**config.mk**
```make
export PLATFORM = sky130hd
export DESIGN_NAME = mcell_macrocell
export DESIGN_NICKNAME = d
export VERILOG_FILES = /design/src/rtl/mcell_pkg.sv /design/src/rtl/mcell_ctrl.sv /design/src/rtl/mcell_dp.sv /design/src/rtl/mcell_macrocell.sv
export SDC_FILE = /design/constraint.sdc
export NUM_CORES = 1
export LEC_CHECK = 0
export CAP_MARGIN = 40
export CORE_MARGIN = 10
export CORE_UTILIZATION = 28
export CTS_CLUSTER_DIAMETER = 120
export DETAILED_ROUTE_END_ITERATION = 8
export PLACE_DENSITY = 0.78
export SLEW_MARGIN = 20
export SYNTH_ARGS = -nofsm -noshare
export SYNTH_HDL_FRONTEND = slang
export SYNTH_HIERARCHICAL = 1
export SYNTH_SLANG_ARGS = --single-unit
```
**constraint.sdc**
```tcl
create_clock -name clk -period 2.7 [get_ports clk]
set_input_delay 0.54 -clock clk [delete_from_list [all_inputs] [get_ports clk]]
set_output_delay 0.54 -clock clk [all_outputs]
set_load 0.02 [all_outputs]
```
**src/rtl/mcell_pkg.sv**
```systemverilog
package mcell_pkg;
  // configuration word, most significant field first (bit 9 down to bit 0)
  typedef struct packed {
    logic       fbRaw2;
    logic       gate2;
    logic       gate1;
    logic       tType2;
    logic       tType1;
    logic       polHigh;
    logic       regWide;
    logic [1:0] combWidth;
    logic       outComb;
  } cellCfg_t;

  // strobes from control to datapath
  typedef struct packed {
    logic [1:0] tick;
    logic [1:0] clr;
  } strobe_t;

  localparam int CTRL_TERMS = 5;
  localparam int NUM_SUMS   = 3;
  localparam int CFG_W      = $bits(cellCfg_t);
endpackage

```
**src/rtl/mcell_ctrl.sv**
```systemverilog
module mcell_ctrl
  import mcell_pkg::*;
(
  input  logic       clk,
  input  logic       rst_n,
  input  logic       pinClk,
  input  logic [1:0] clkTerm,
  input  logic [1:0] rstTerm,
  input  logic [1:0] gateSel,
  output strobe_t    stb
);
  logic [1:0] effClk;
  logic [1:0] prevClk;

  for (genvar r = 0; r < 2; r++) begin : g_clk
    assign effClk[r]   = clkTerm[r] & (gateSel[r] ? pinClk : 1'b1);
    assign stb.tick[r] = effClk[r] & ~prevClk[r];
    assign stb.clr[r]  = rstTerm[r];

    always_ff @(posedge clk or negedge rst_n) begin
      if (!rst_n) prevClk[r] <= 1'b0;
      else        prevClk[r] <= effClk[r];
    end

    // a held clock gives one tick only
    a_r5_single_tick: assert property (@(posedge clk) disable iff (!rst_n)
      stb.tick[r] |=> !stb.tick[r]);
    // gated clock cannot tick while the pin is low
    a_r7_gated: assert property (@(posedge clk) disable iff (!rst_n)
      (gateSel[r] && !pinClk) |-> !stb.tick[r]);
  end
endmodule

```
**src/rtl/mcell_dp.sv**
```systemverilog
module mcell_dp
  import mcell_pkg::*;
#(
  parameter int TERMS_PER_SUM = 4,
  localparam int SUM_W = NUM_SUMS * TERMS_PER_SUM
)(
  input  logic             clk,
  input  logic             rst_n,
  input  logic [SUM_W-1:0] sumTerms,
  input  logic             oeTerm,
  input  logic             presetIn,
  input  logic             outComb,
  input  logic [1:0]       combWidth,
  input  logic             regWide,
  input  logic             polHigh,
  input  logic [1:0]       tType,
  input  logic             fbRaw2,
  input  strobe_t          stb,
  output logic             padOut,
  output logic             padOe,
  output logic [1:0]       q1Pair,
  output logic [1:0]       fb2Pair
);
  logic [NUM_SUMS-1:0] sumVal;
  logic [1:0]          dIn;
  logic [1:0]          qReg;
  logic                combVal;
  logic                srcVal;

  for (genvar g = 0; g < NUM_SUMS; g++) begin : g_sum
    assign sumVal[g] = |sumTerms[g*TERMS_PER_SUM +: TERMS_PER_SUM];
  end

  // term steering
  always_comb begin
    if (!outComb && regWide) dIn[0] = |sumVal;
    else                     dIn[0] = sumVal[0] | sumVal[1];
    dIn[1] = sumVal[2];
    case (combWidth)
      2'd0:    combVal = sumVal[0];
      2'd1:    combVal = sumVal[0] | sumVal[1];
      default: combVal = |sumVal;
    endcase
  end

  for (genvar r = 0; r < 2; r++) begin : g_reg
    always_ff @(posedge clk or negedge rst_n) begin
      if (!rst_n)           qReg[r] <= 1'b0;
      else if (stb.clr[r])  qReg[r] <= 1'b0;
      else if (stb.tick[r]) begin
        if (presetIn)       qReg[r] <= 1'b1;
        else if (tType[r])  qReg[r] <= qReg[r] ^ dIn[r];
        else                qReg[r] <= dIn[r];
      end
    end


    a_r8_clear: assert property (@(posedge clk) disable iff (!rst_n)
      stb.clr[r] |=> !qReg[r]);

    a_r9_preset: assert property (@(posedge clk) disable iff (!rst_n)
      (stb.tick[r] && !stb.clr[r] && presetIn) |=> qReg[r]);

    a_r5_dload: assert property (@(posedge clk) disable iff (!rst_n)
      (stb.tick[r] && !stb.clr[r] && !presetIn && !tType[r]) |=> qReg[r] == $past(dIn[r]));

    a_r6_toggle: assert property (@(posedge clk) disable iff (!rst_n)
      (stb.tick[r] && !stb.clr[r] && !presetIn && tType[r])
        |=> qReg[r] == ($past(qReg[r]) ^ $past(dIn[r])));
    // no tick, no change
    a_r5_hold: assert property (@(posedge clk) disable iff (!rst_n)
      (!stb.tick[r] && !stb.clr[r]) |=> $stable(qReg[r]));
  end

  assign srcVal  = outComb ? combVal : qReg[0];
  assign padOut  = srcVal ^ ~polHigh;
  assign padOe   = oeTerm;
  assign q1Pair  = {~qReg[0], qReg[0]};
  assign fb2Pair = fbRaw2 ? {~dIn[1], dIn[1]} : {~qReg[1], qReg[1]};
endmodule

```
**src/rtl/mcell_macrocell.sv**
```systemverilog
module mcell_macrocell
  import mcell_pkg::*;
#(
  parameter int TERMS_PER_SUM = 4,
  localparam int PT_W = CTRL_TERMS + NUM_SUMS * TERMS_PER_SUM
)(
  input  logic            clk,
  input  logic            rst_n,
  input  logic            pinClk,
  input  logic            pinIn,
  input  logic [PT_W-1:0] pterm,
  input  logic            presetIn,
  input  logic [CFG_W-1:0] cfgWord,
  output logic            padOut,
  output logic            padOe,
  output logic [1:0]      q1Pair,
  output logic [1:0]      fb2Pair,
  output logic [1:0]      pinPair
);
  cellCfg_t cfg;
  strobe_t  stb;

  assign cfg     = cellCfg_t'(cfgWord);
  assign pinPair = {~pinIn, pinIn};

  mcell_ctrl u_ctrl (
    .clk     (clk),
    .rst_n   (rst_n),
    .pinClk  (pinClk),
    .clkTerm ({pterm[2], pterm[1]}),
    .rstTerm ({pterm[3], pterm[0]}),
    .gateSel ({cfg.gate2, cfg.gate1}),
    .stb     (stb)
  );

  mcell_dp #(.TERMS_PER_SUM(TERMS_PER_SUM)) u_dp (
    .clk       (clk),
    .rst_n     (rst_n),
    .sumTerms  (pterm[PT_W-1:CTRL_TERMS]),
    .oeTerm    (pterm[4]),
    .presetIn  (presetIn),
    .outComb   (cfg.outComb),
    .combWidth (cfg.combWidth),
    .regWide   (cfg.regWide),
    .polHigh   (cfg.polHigh),
    .tType     ({cfg.tType2, cfg.tType1}),
    .fbRaw2    (cfg.fbRaw2),
    .stb       (stb),
    .padOut    (padOut),
    .padOe     (padOe),
    .q1Pair    (q1Pair),
    .fb2Pair   (fb2Pair)
  );
endmodule

```
After elaboration in Yosys (flattened, before gate mapping)
Cells that the tools add are included.
{ "totals": {"wordCells": 43, "out_inout_bits": 8, "regBits": 4, "input_bits": 32} }
{ "classes": {"n_bitwise": 15, "n_eq_ne": 1, "muxes": 14, "reduce_logical": 9} }
{ "ops": {"columns": ["operator", "count"], "rows": [
  ["2-to-1 mux 1 bit", 12],
  ["OR reduction 12 bit", 1],
  ["OR reduction 4 bit", 3],
  ["inverter 1 bit", 7],
  ["AND 1 bit", 4],
  ["nonzero test 2 bit", 2],
  ["bitwise XOR 1 bit", 3],
  ["== test 2 x 1 -> 1 bit (second input constant)", 1],
  ["logical NOT 2 bit", 1],
  ["2-to-1 mux 2 bit", 1],
  ["one-hot mux 1 bit (2 select lines)", 1],
  ["logical AND 1 bit", 1],
  ["logical NOT 1 bit", 1],
  ["bitwise OR 1 bit", 1]
]} }

Logic depth before layout (Yosys ltp)
Gate-level depths: netlist of the first run.
{ "depth": {"depth_word": 8, "depth_mapped": 5, "mapped_depth_nobuf": 5} }

By module
The synthesis of the first run kept the hierarchy.
{ "modules_own_cells": {"columns": ["module", "cells_per_inst", "n_inst", "area_each_um2", "seq_area_each_um2"], "rows": [
  ["mcell_dp", 29, 1, 241.5, 50.0],
  ["mcell_ctrl", 11, 1, 111.4, 50.0],
  ["mcell_macrocell", 2, 1, 11.3, 0.0]
]} }

Worst setup path before layout of the first run
No wires, ideal clock.
{ "synth_path": {"path_type": "input to output", "start": "input port pterm[10]", "end": "output port padOut", "t_required_ns": 2.160, "path_stages": 4, "setup_slack_ns": 0.595, "n_path_buf": 0, "t_arrival_ns": 1.565, "cell_sequence": "o41a_1 > o2bb2ai_1 > a31oi_1 > xnor2_1"} }
{ "synth_via": {"elab_chain_cells": 5, "elab_cells_between_ends": 6, "cone_classes": "2 x mux; 2 x bitwise; 2 x reduce/logical"} }
{ "synth_lines": {"columns": ["item", "line_no", "text"], "rows": [
  ["start, declared", "mcell_macrocell.sv:11", "input logic [PT_W-1:0] pterm,"],
  ["OR reduction 4 bit", "mcell_dp.sv:31", "assign sumVal[g] = |sumTerms[g*TERMS_PER_SUM +: TERMS_PER_SUM];"],
  ["bitwise OR 1 bit", "mcell_dp.sv:41", "2'd1: combVal = sumVal[0] | sumVal[1];"],
  ["one-hot mux 1 bit (2 select lines) *", "mcell_dp.sv:39", "case (combWidth)"],
  ["2-to-1 mux 1 bit *", "mcell_dp.sv:75", "assign srcVal = outComb ? combVal : qReg[0];"],
  ["bitwise XOR 1 bit *", "mcell_dp.sv:76", "assign padOut = srcVal ^ ~polHigh;"],
  ["end, declared", "mcell_macrocell.sv:14", "output logic padOut,"]
]} }
Every way passes the cells marked *; elsewhere a longest branch is shown, timed or not.

Worst setup path after layout of the first run
Ends and elaborated chain as after synthesis.

==> results.yml, run 1 <==
global_routing:
  grt_antenna_before_repair: 0
  total_congestion_overflow: 0
  grt.total_usage: 0.08854
  grt_max_degree: 5
  grt_pass1_wl_um: 2221
  vias_in_the_first_global_route: 504
cts:
  clk_pin_slew_worst_paths_ps: 40
  cts_htree_levels: 1
  clock_sinks: 4
  ctsRootBufferMaster: "clkbuf_4"
  clkLatencyLatePin_ps: 230
  cts_tree: "done"
  cts_buf_count: 3
  clockBufferDepth: 2
  post-cts-setup-buffers: 0
floorplanning:
  die_footprint_um2: 3143
  number_of_i_o_pins: 40
  core_region_area_um2: 1171
  die_h_um: 56.06
  chipWidth_um: 56.06
  core.rowCount: 12
  initial_core_util: 0.3109
power_and_ir_drop:
  power.static_leakage_nw: 0.3063
  total_power_consumption_mw: 0.2410
  irDropWorstVdd_mv: 0.2972
  power_density_nw_per_um2: 321.0
outcome:
  run_status: "completed"
finish:
  final_common_cell: "clkdlybuf4s50_1"
  final_cell_mix: "clkdlybuf4s50_1, inv_1, dfrtp_1"
  nets: 113
  layout.area.seq_um2: 100.1
  fillCellCount: 110
  area_growth_syn_to_layout_pct: 106.2
  area_of_the_multi_input_gates_um2: 202.7
  ant_cells: 0
  final_layout_size_suffix_gt1_frac: 0.1519
synth:
  syn_area_um2: 364.1
  synth_sequential_area_ratio: 0.2749
  post_synthesis_sequential_element_count: 4
  ys_types: 23
  synthesis.nets: 74
  syn-mean-instance-area_um2: 8.669
  synth_cells: 42
  synth-xor-area-share: 0.02405
  largest_family_of_logic_cells_by_synthesized_area: "compound AO/OA/AOI/OAI gates"
  ys_warn_count: 6
  synth_area_in_compound_gates: 0.2887
  synth_mux_area_frac: 0.05498
  synthAdderAreaFrac: 0
  synth-simple-area-share: 0.1718
routing:
  drt_pass1_iterations: 2
  finalWirelength_um: 1436
  detailedRoute.firstIterationViolations: 4
  number_of_nets_still_failing_antenna_checks_after_routing: 0
  post-route-drc-count: 0
  routed-via-count: 447
  avgViaCountPerCell: 4.806
  drt-wirelength-per-cell_um: 15.44
worst_setup_path:
  criticalPathCategory: "in2out"
  cp_cell_sequence: "clkdlybuf4s50_1, o41a_1, o2bb2ai_1, a31oi_1, xnor2_1, clkbuf_2"
  worst_path_max_delay_cell: "clkdlybuf4s50_1"
  critical_path.startpoint_type: "input port"
  rrSetupSlack_ps: 1620
  cell_class_contributing_the_biggest_share_of_worst_path_delay: "compound AO/OA/AOI/OAI gates"
  cp-end-kind: "output port"
  cp.buffers_inverters: 2
  timing.critical_path.slowest_cell_delay_ps: 440
  worst-path-max-fanout: 2
  required_arrival_time_at_the_worst_endpoint_ps: 2160
  arrival_worst_endpoint_ps: 2020
sta:
  clock.fmax_mhz: 390.0
  rsz0062_at_grt: "no"
  timing.max_slew.rel_slack: 0.7559
  timing.final.crit_share: 0.9497
  finalClockSkew_ps: 0.06550
  setup_viol: 0
  measured_slew_at_the_worst_slew_check_pin_ps: 360.4
  hold_worst_slack_ps: 510.1
  layout_min_cycle_time_ps: 2564
  finalHoldViolations: 0
  timing.final.max_slew_violations: 0
  setup_total_negative_slack_ps: 0
place:
  gpl.final_weighted_congestion: 0.6624
  portBuffers: 37
  detailed_place_hpwl_um: 1245
worst_hold_path:
  hold_path.class: "in2async"
run:
  max-cap-violations: 0
-- cells by family after synthesis --
group,after synthesis
AOI/OAI and AO/OA,13
muxes,2
and+or+nand+nor,9
xor gates and xnor gates,1
buffers and inverters,13
DFF,4
-- worst paths after layout --
kind	startpoint	endpoint	depth (start not counted)
worst max-delay path	pterm[10]	padOut	6
worst min-delay path	rst_n	u_ctrl/prevClk[1]$_DFF_PN0_	1
worst max register to register	u_ctrl/prevClk[0]$_DFF_PN0_	u_dp/q1Pair[0]$_DFFE_PN0P_	3
worst min register to register	u_ctrl/prevClk[0]$_DFF_PN0_	u_dp/q1Pair[0]$_DFFE_PN0P_	3
max in group asynchronous	rst_n	u_ctrl/prevClk[0]$_DFF_PN0_	1
min in group clk	u_ctrl/prevClk[0]$_DFF_PN0_	u_dp/q1Pair[0]$_DFFE_PN0P_	3
-- stage by stage --
step	cells	utilization	area, um2	setup slack [ps]
3_5_place_dp	90	0.6229	729.5	-338.8
6_report	93	0.6410	750.7	135.8
3_3_place_gp	90	0.6229	729.5	-219.9
5_1_grt	93	0.6410	750.7	3.370
2_1_floorplan	42	-	364.1	595.2
4_1_cts	93	0.6453	755.7	-19.60
-- flip-flops by register name (all words and copies together) (netlist names) --
register        flops
u_dp/q1Pair         1
u_dp/qReg           1
u_ctrl/prevClk      2
-- synth_stat cells, drive strengths merged --
cell,n,area [um2]
inv,7,26.27
buf,5,37.54
dfrtp,4,100.1
a211oi,3,32.53
a21oi,3,15.01
nor4,3,33.78
mux2i,2,20.02
nand2,2,7.510
nor2,2,7.510
a21o,1,8.760
a311oi,1,8.760
a31oi,1,6.260
clkinv,1,3.750
nand3b,1,7.510
nand4,1,6.260
o21ai,1,5.000
o2bb2ai,1,8.760
o311ai,1,8.760
o41a,1,11.26
xnor2,1,8.760
-- power by group --
| group | switching, mW | internal (mW) |
|---|---|---|
| clock | 0.0251 | 0.0498 |
| combinational | 0.0384 | 0.0600 |
| sequential | 0.00322 | 0.0645 |
-- layer usage --
metal,track usage,vias up,wire (um)
met5,0,-,0
met4,0.03072,0,0
met3,0.04328,0,83
met2,0.1622,23,803
met1,0.08229,201,549
li1,-,223,-
-- layout make-up --
type	count	share of cell area
well taps	14	0.02333
repair buffers	39	0.5033
multi-input cells	25	0.2700
flip-flops and latches	4	0.1333
inverters	8	0.04000
clock buffers	3	0.03000
-- timing repair --
action,CTS,global route
hold buffers,0,0
hold endpoints to repair,0,0
gates cloned,0,0
setup endpoints to repair,3,1
gates resized for setup,5,1
Note: power is estimated with default switching activity, not from simulation.
==> run 2, diff against run 1 <==
CORE_AREA = 10 10 47 49   (was not set)
CORE_MARGIN = not set   (was 10)
CORE_UTILIZATION = not set   (was 28)
DIE_AREA = 0 0 57 59   (was not set)
DONT_BUFFER_PORTS = 1   (was not set)
PLACE_DENSITY = 0.38   (was 0.78)
SYNTH_HIERARCHICAL = not set   (was 1)
==> run 2 against run 1 <==
Net effect:
- sequential power increased by 2%
- core utilization is 35 points lower
- global-route usage shrank 2.4 points
- largest cell class is now multi-input gates
- worst hold slack worse by 150 ps
- power fell by 25%
==> results.yml, run 2 <==
outcome:
  run_status: "completed"
run:
  max-cap-violations: 0
cts:
  clk_pin_slew_worst_paths_ps: 40
  ctsRootBufferMaster: "clkbuf_4"
  cts.hold.buffers_added: 1
  cts_tree: "done"
  cts_htree_levels: 1
  cts_buf_count: 3
  post-cts-setup-buffers: 0
  postCtsResizedCells: 0
  clockBufferDepth: 2
  clkLatencyLatePin_ps: 240
  clock_sinks: 4
synth:
  async_flop_share: 1.000
  syn_area_um2: 372.9
  synth_largest_area_cell: "dfrtp_1"
  synth.top_cells.by_area: "dfrtp_1, inv_1, nor4_2"
  dominantRegCellSynth: "dfrtp_1"
  ys_warn_count: 0
  synth_sequential_area_ratio: 0.2685
  most_common_cell_in_the_synthesized_netlist: "inv_1"
  synthesis.nets: 75
  synth_cells: 43
  syn-mean-instance-area_um2: 8.671
  synth.cells.most_frequent: "inv_1, dfrtp_1, nor2_1, buf_4, nand2_1"
  post_synthesis_sequential_element_count: 4
  synth-edff-count: 0
  ys_types: 24
  netlist.area_leader.share: 0.2685
power_and_ir_drop:
  total_power_consumption_mw: 0.1799
  power.share.combinational: 0.200
  power_density_nw_per_um2: 446.6
  power_frac_seq: 0.384
  internal_power_mw: 0.1283
  irDropWorstVdd_mv: 0.1172
  power_switching_share: 0.2870
  netSwitchingPower_mw: 0.05164
  power.static_leakage_nw: 0.1637
  part_of_the_power_in_the_clock_network: 0.416
worst_setup_path:
  required_arrival_time_at_the_worst_endpoint_ps: 2160
  cp_cell_sequence: "o41a_1, o2bb2ai_1, a31oi_1, xnor2_1"
  critical_path.startpoint_type: "input port"
  cp-end-kind: "output port"
  worst-path-max-fanout: 2
  cp.buffers_inverters: 0
  arrival_worst_endpoint_ps: 1640
  worst_path_max_delay_cell: "xnor2_1"
  worstRegToRegCells: 3
  cp_num_cells: 4
  cell_class_contributing_the_biggest_share_of_worst_path_delay: "compound AO/OA/AOI/OAI gates"
  criticalPathCategory: "in2out"
  timing.critical_path.slowest_cell_delay_ps: 440
global_routing:
  total_congestion_overflow: 0
  grt_antenna_before_repair: 0
  grt_max_degree: 7
  grt_pass1_wl_um: 1635
  grt.total_usage: 0.06453
  vias_in_the_first_global_route: 362
sta:
  finalClockSkew_ps: 1.315
  timing.max_slew.rel_slack: 0.6631
  finalHoldViolations: 0
  layout_min_cycle_time_ps: 2178
  timing.final.crit_share: 0.8065
  setup_viol: 0
  setup_total_negative_slack_ps: 0
  clock.fmax_mhz: 459.2
  rsz0062_at_grt: "no"
  timing.final.max_slew_violations: 0
  measured_slew_at_the_worst_slew_check_pin_ps: 501.8
finish:
  largest_register_ffs: 2
  final_cell_mix: "inv_1, nor2_1, dfrtp_1"
  area_of_the_multi_input_gates_um2: 220.2
  register_name_with_the_most_flops: "u_ctrl.prevClk"
  layout.area.seq_um2: 100.1
  ant_cells: 0
  final_common_cell: "inv_1"
  post-route-cell-area_um2: 402.9
  fillCellCount: 160
  layoutNonFillerInstCount: 60
  nets: 78
  area_growth_syn_to_layout_pct: 8.053
  final_layout_size_suffix_gt1_frac: 0.2273
floorplanning:
  core.rowCount: 14
  die_footprint_um2: 3363
  die_h_um: 59
  core_region_area_um2: 1401
  initial_core_util: 0.2661
  number_of_i_o_pins: 40
  chipWidth_um: 57
routing:
  routed-via-count: 317
  finalWirelength_um: 1137
  post-route-drc-count: 0
  drt_pass1_iterations: 1
  detailedRoute.firstIterationViolations: 0
  drt-wirelength-per-cell_um: 18.95
  avgViaCountPerCell: 5.283
  number_of_nets_still_failing_antenna_checks_after_routing: 0
place:
  placed_cells_incl_taps: 56
  placed_cell_area_um2: 370.4
  portBuffers: 0
  gpl.final_weighted_congestion: 0.6533
worst_hold_path:
  hold_path.class: "in2reg"
  holdPathStages: 1
run 2: final timing paths:
kind	start	to	slack (ps)
setup / recovery	pterm[10]	padOut	520
hold / removal	pterm[0]	u_dp.q1Pair[0]$_DFFE_PN0P_	360
setup reg to reg	u_dp.q1Pair[0]$_DFFE_PN0P_	u_dp.q1Pair[0]$_DFFE_PN0P_	1440
hold reg to reg	u_ctrl.prevClk[1]$_DFF_PN0_	u_dp.qReg[1]$_DFFE_PN0P_	550
max in group asynchronous	rst_n	u_dp.q1Pair[0]$_DFFE_PN0P_	1950
min in group asynchronous	rst_n	u_ctrl.prevClk[0]$_DFF_PN0_	580
run 2: cell families (layout without fill, tap and decap cells):
logic type / after synthesis / count (layout) / share of synthesized area
AOI/OAI and AO/OA: 11 / 11 / 0.2349
muxes: 2 / 2 / 0.06040
and+or+nand+nor: 14 / 14 / 0.2718
DFF: 4 / 4 / 0.2685
xor gates and xnor gates: 1 / 1 / 0.02349
buffers and inverters: 11 / 12 / 0.1409
run 2: final cells by class:
class	count	area share
multi-input combinational	28	0.5466
sequential	4	0.2484
inverter	8	0.07453
clock buffer	3	0.05590
tap	16	0.04969
timing repair buffer	1	0.02484
run 2: power groups by stage:
stage / clock network [mW] / logic, mW / registers [mW]
floorplan: 0 / 0.0384 / 0.0675
global placement: 0 / 0.0343 / 0.0699
detailed placement: 0 / 0.0345 / 0.0700
CTS: 0.0784 / 0.0369 / 0.0692
global route: 0.0825 / 0.0402 / 0.0696
finish: 0.0748 / 0.0360 / 0.0691
run 2: per-stage QoR:
step / hold WS, ps / setup WS, ps / utilization
detailed placement: 244.6 / 525.4 / 0.2643
finish: 357.6 / 522.5 / 0.2875
CTS: 352.4 / 523.1 / 0.2875
floorplan: 244.4 / 597.9 / -
global placement: 244.6 / 543.2 / 0.2643
global route: 352.6 / 441.3 / 0.2875
run 2: metal layers:
metal	track usage	vias up	routed length (um)
li1	-	153	-
met1	0.03943	135	300
met2	0.1147	25	598
met3	0.05794	4	203
met4	0.05034	0	34
met5	0	-	0
==> run 3, diff against run 2 <==
PLACE_DENSITY = 0.4   (was 0.38)
clock period = 1.9 ns   (was 2.7 ns; I/O delays follow)
==> run 3 against run 2 <==
Net effect:
- via count increased by 3.8%
- sequential share of layout area down 1.3 points
- first-iteration DRC count grew 4
- non-clock buffer count grew 3
- wire length fell by 1.7%
- register-to-register slack worse by 810 ps
- count of clock-buffer cells in the layout did not move
- critical endpoint unchanged
- largest cell class unchanged
==> results.yml, run 3 (synthesized netlist as in run 2, its figures left out) <==
floorplanning:
  initial_core_util: 0.2661
  core_region_area_um2: 1401
  die_footprint_um2: 3363
  number_of_i_o_pins: 40
  core.rowCount: 14
  chipWidth_um: 57
  die_h_um: 59
finish:
  ant_cells: 0
  largest_register_ffs: 2
  nets: 81
  area_growth_syn_to_layout_pct: 14.09
  final_cell_mix: "inv_1, nor2_1, dfrtp_1"
  register_name_with_the_most_flops: "u_ctrl.prevClk"
  final_layout_size_suffix_gt1_frac: 0.2766
  final_common_cell: "inv_1"
global_routing:
  gr-max-usage-layer: "met2"
  grtUsageMet1: 0.05642
  grt_antenna_before_repair: 0
  grt_pass1_wl_um: 1780
  grt_max_degree: 7
  use_met3: 0.05579
  grt.total_usage: 0.06638
  met2_usage: 0.1101
  total_congestion_overflow: 0
  vias_in_the_first_global_route: 375
power_and_ir_drop:
  power_density_nw_per_um2: 602.2
  part_of_the_power_in_the_clock_network: 0.384
  irDropWorstVdd_mv: 0.2531
  power.share.combinational: 0.233
  power.static_leakage_nw: 0.1786
  total_power_consumption_mw: 0.2562
  internal_power_mw: 0.1881
  power_frac_seq: 0.383
  power_switching_share: 0.2656
  netSwitchingPower_mw: 0.06804
place:
  detailed_place_hpwl_um: 1050
  gpl.final_weighted_congestion: 0.7477
  portBuffers: 0
cts:
  clockBufferDepth: 2
  cts_tree: "done"
  cts_htree_levels: 1
  ctsRootBufferMaster: "clkbuf_4"
  post-cts-setup-buffers: 0
  clkLatencyLatePin_ps: 230
  cts.hold.buffers_added: 1
  cts_buf_count: 3
  clock_sinks: 4
  postCtsResizedCells: 0
  clk_pin_slew_worst_paths_ps: 30
sta:
  finalHoldViolations: 0
  timing.max_slew.rel_slack: 0.7728
  clock.fmax_mhz: 574.5
  measured_slew_at_the_worst_slew_check_pin_ps: 340.9
  layout_min_cycle_time_ps: 1741
  setup_total_negative_slack_ps: 0
  finalClockSkew_ps: 0.009506
  rsz0062_at_grt: "no"
  timing.final.max_slew_violations: 0
  timing.final.crit_share: 0.9162
  setup_viol: 0
worst_setup_path:
  required_arrival_time_at_the_worst_endpoint_ps: 1520
  critical_path.startpoint_type: "input port"
  cp-end-kind: "output port"
  arrival_worst_endpoint_ps: 1360
  worst-path-max-fanout: 2
  criticalPathCategory: "in2out"
outcome:
  run_status: "completed"
routing:
  finalWirelength_um: 1118
  drt-wirelength-per-cell_um: 17.75
  number_of_nets_still_failing_antenna_checks_after_routing: 0
  post-route-drc-count: 0
  routed-via-count: 329
  avgViaCountPerCell: 5.222
  detailedRoute.firstIterationViolations: 4
  drt_pass1_iterations: 4
worst_hold_path:
  hold_path.class: "in2reg"
run:
  max-cap-violations: 0
-- run 3: cell types whose count changed in the layout (fill, tap and decap cells not counted) --
cell / previous run / this run
buf_4: 0 / 3
-- run 3: power groups by stage --
stage | clock [mW] | combinational [mW] | sequential, mW
finish | 0.0983 | 0.0596 | 0.0982
global route | 0.117 | 0.0659 | 0.0994
CTS | 0.103 | 0.0607 | 0.0985
detailed placement | 0 | 0.0573 | 0.0996
global placement | 0 | 0.0559 | 0.0996
floorplan | 0 | 0.0545 | 0.0959
-- run 3: area by class of cell --
cell class / instances / area (um2)
inverters: 8 / 30.03
multi-input cells: 28 / 220.2
repair buffers: 4 / 32.53
fillers: 158 / 975.9
clock buffers: 3 / 22.52
flip-flops and latches: 4 / 100.1
well taps: 16 / 20.02
-- run 3: worst max-delay path, cell delays in order --
cell,delay (ps)
o41a_1,390
o2bb2ai_1,160
a31oi_1,120
xnor2_1,150
buf_4,160
-- run 3: final timing paths --
| path | start | endpoint | slack (ps) | cells after the start |
|---|---|---|---|---|
| worst max-delay path | pterm[10] | padOut | 160 | 5 |
| worst min-delay path | pterm[0] | u_dp.q1Pair[0]$_DFFE_PN0P_ | 210 | 1 |
| worst max register to register | u_dp.q1Pair[0]$_DFFE_PN0P_ | u_dp.q1Pair[0]$_DFFE_PN0P_ | 630 | 3 |
| worst min register to register | u_ctrl.prevClk[1]$_DFF_PN0_ | u_dp.qReg[1]$_DFFE_PN0P_ | 550 | 2 |
| max in group asynchronous | rst_n | u_ctrl.prevClk[0]$_DFF_PN0_ | 1290 | 1 |
| min in group asynchronous | rst_n | u_dp.qReg[1]$_DFFE_PN0P_ | 430 | 1 |
-- run 3: metal layers --
layer	vias to the layer above	share of wire
met4	0	0
met3	0	0.18
met1	143	0.33
met2	27	0.50
li1	159	-
met5	-	0
-- run 3: metrics by stage --
step / setup WS [ps] / utilization / cell area, um2 / hold WS [ps] / instances
after global placement: 202.3 / 0.2804 / 392.9 / 84.57 / 59
final: 159.2 / 0.3036 / 425.4 / 212.2 / 63
after floorplan: 117.9 / - / 372.9 / 84.41 / 43
after detailed placement: 143.1 / 0.2804 / 392.9 / 84.61 / 59
after global routing: 87.86 / 0.3036 / 425.4 / 193.0 / 63
after CTS: 143.0 / 0.3036 / 425.4 / 206.9 / 63
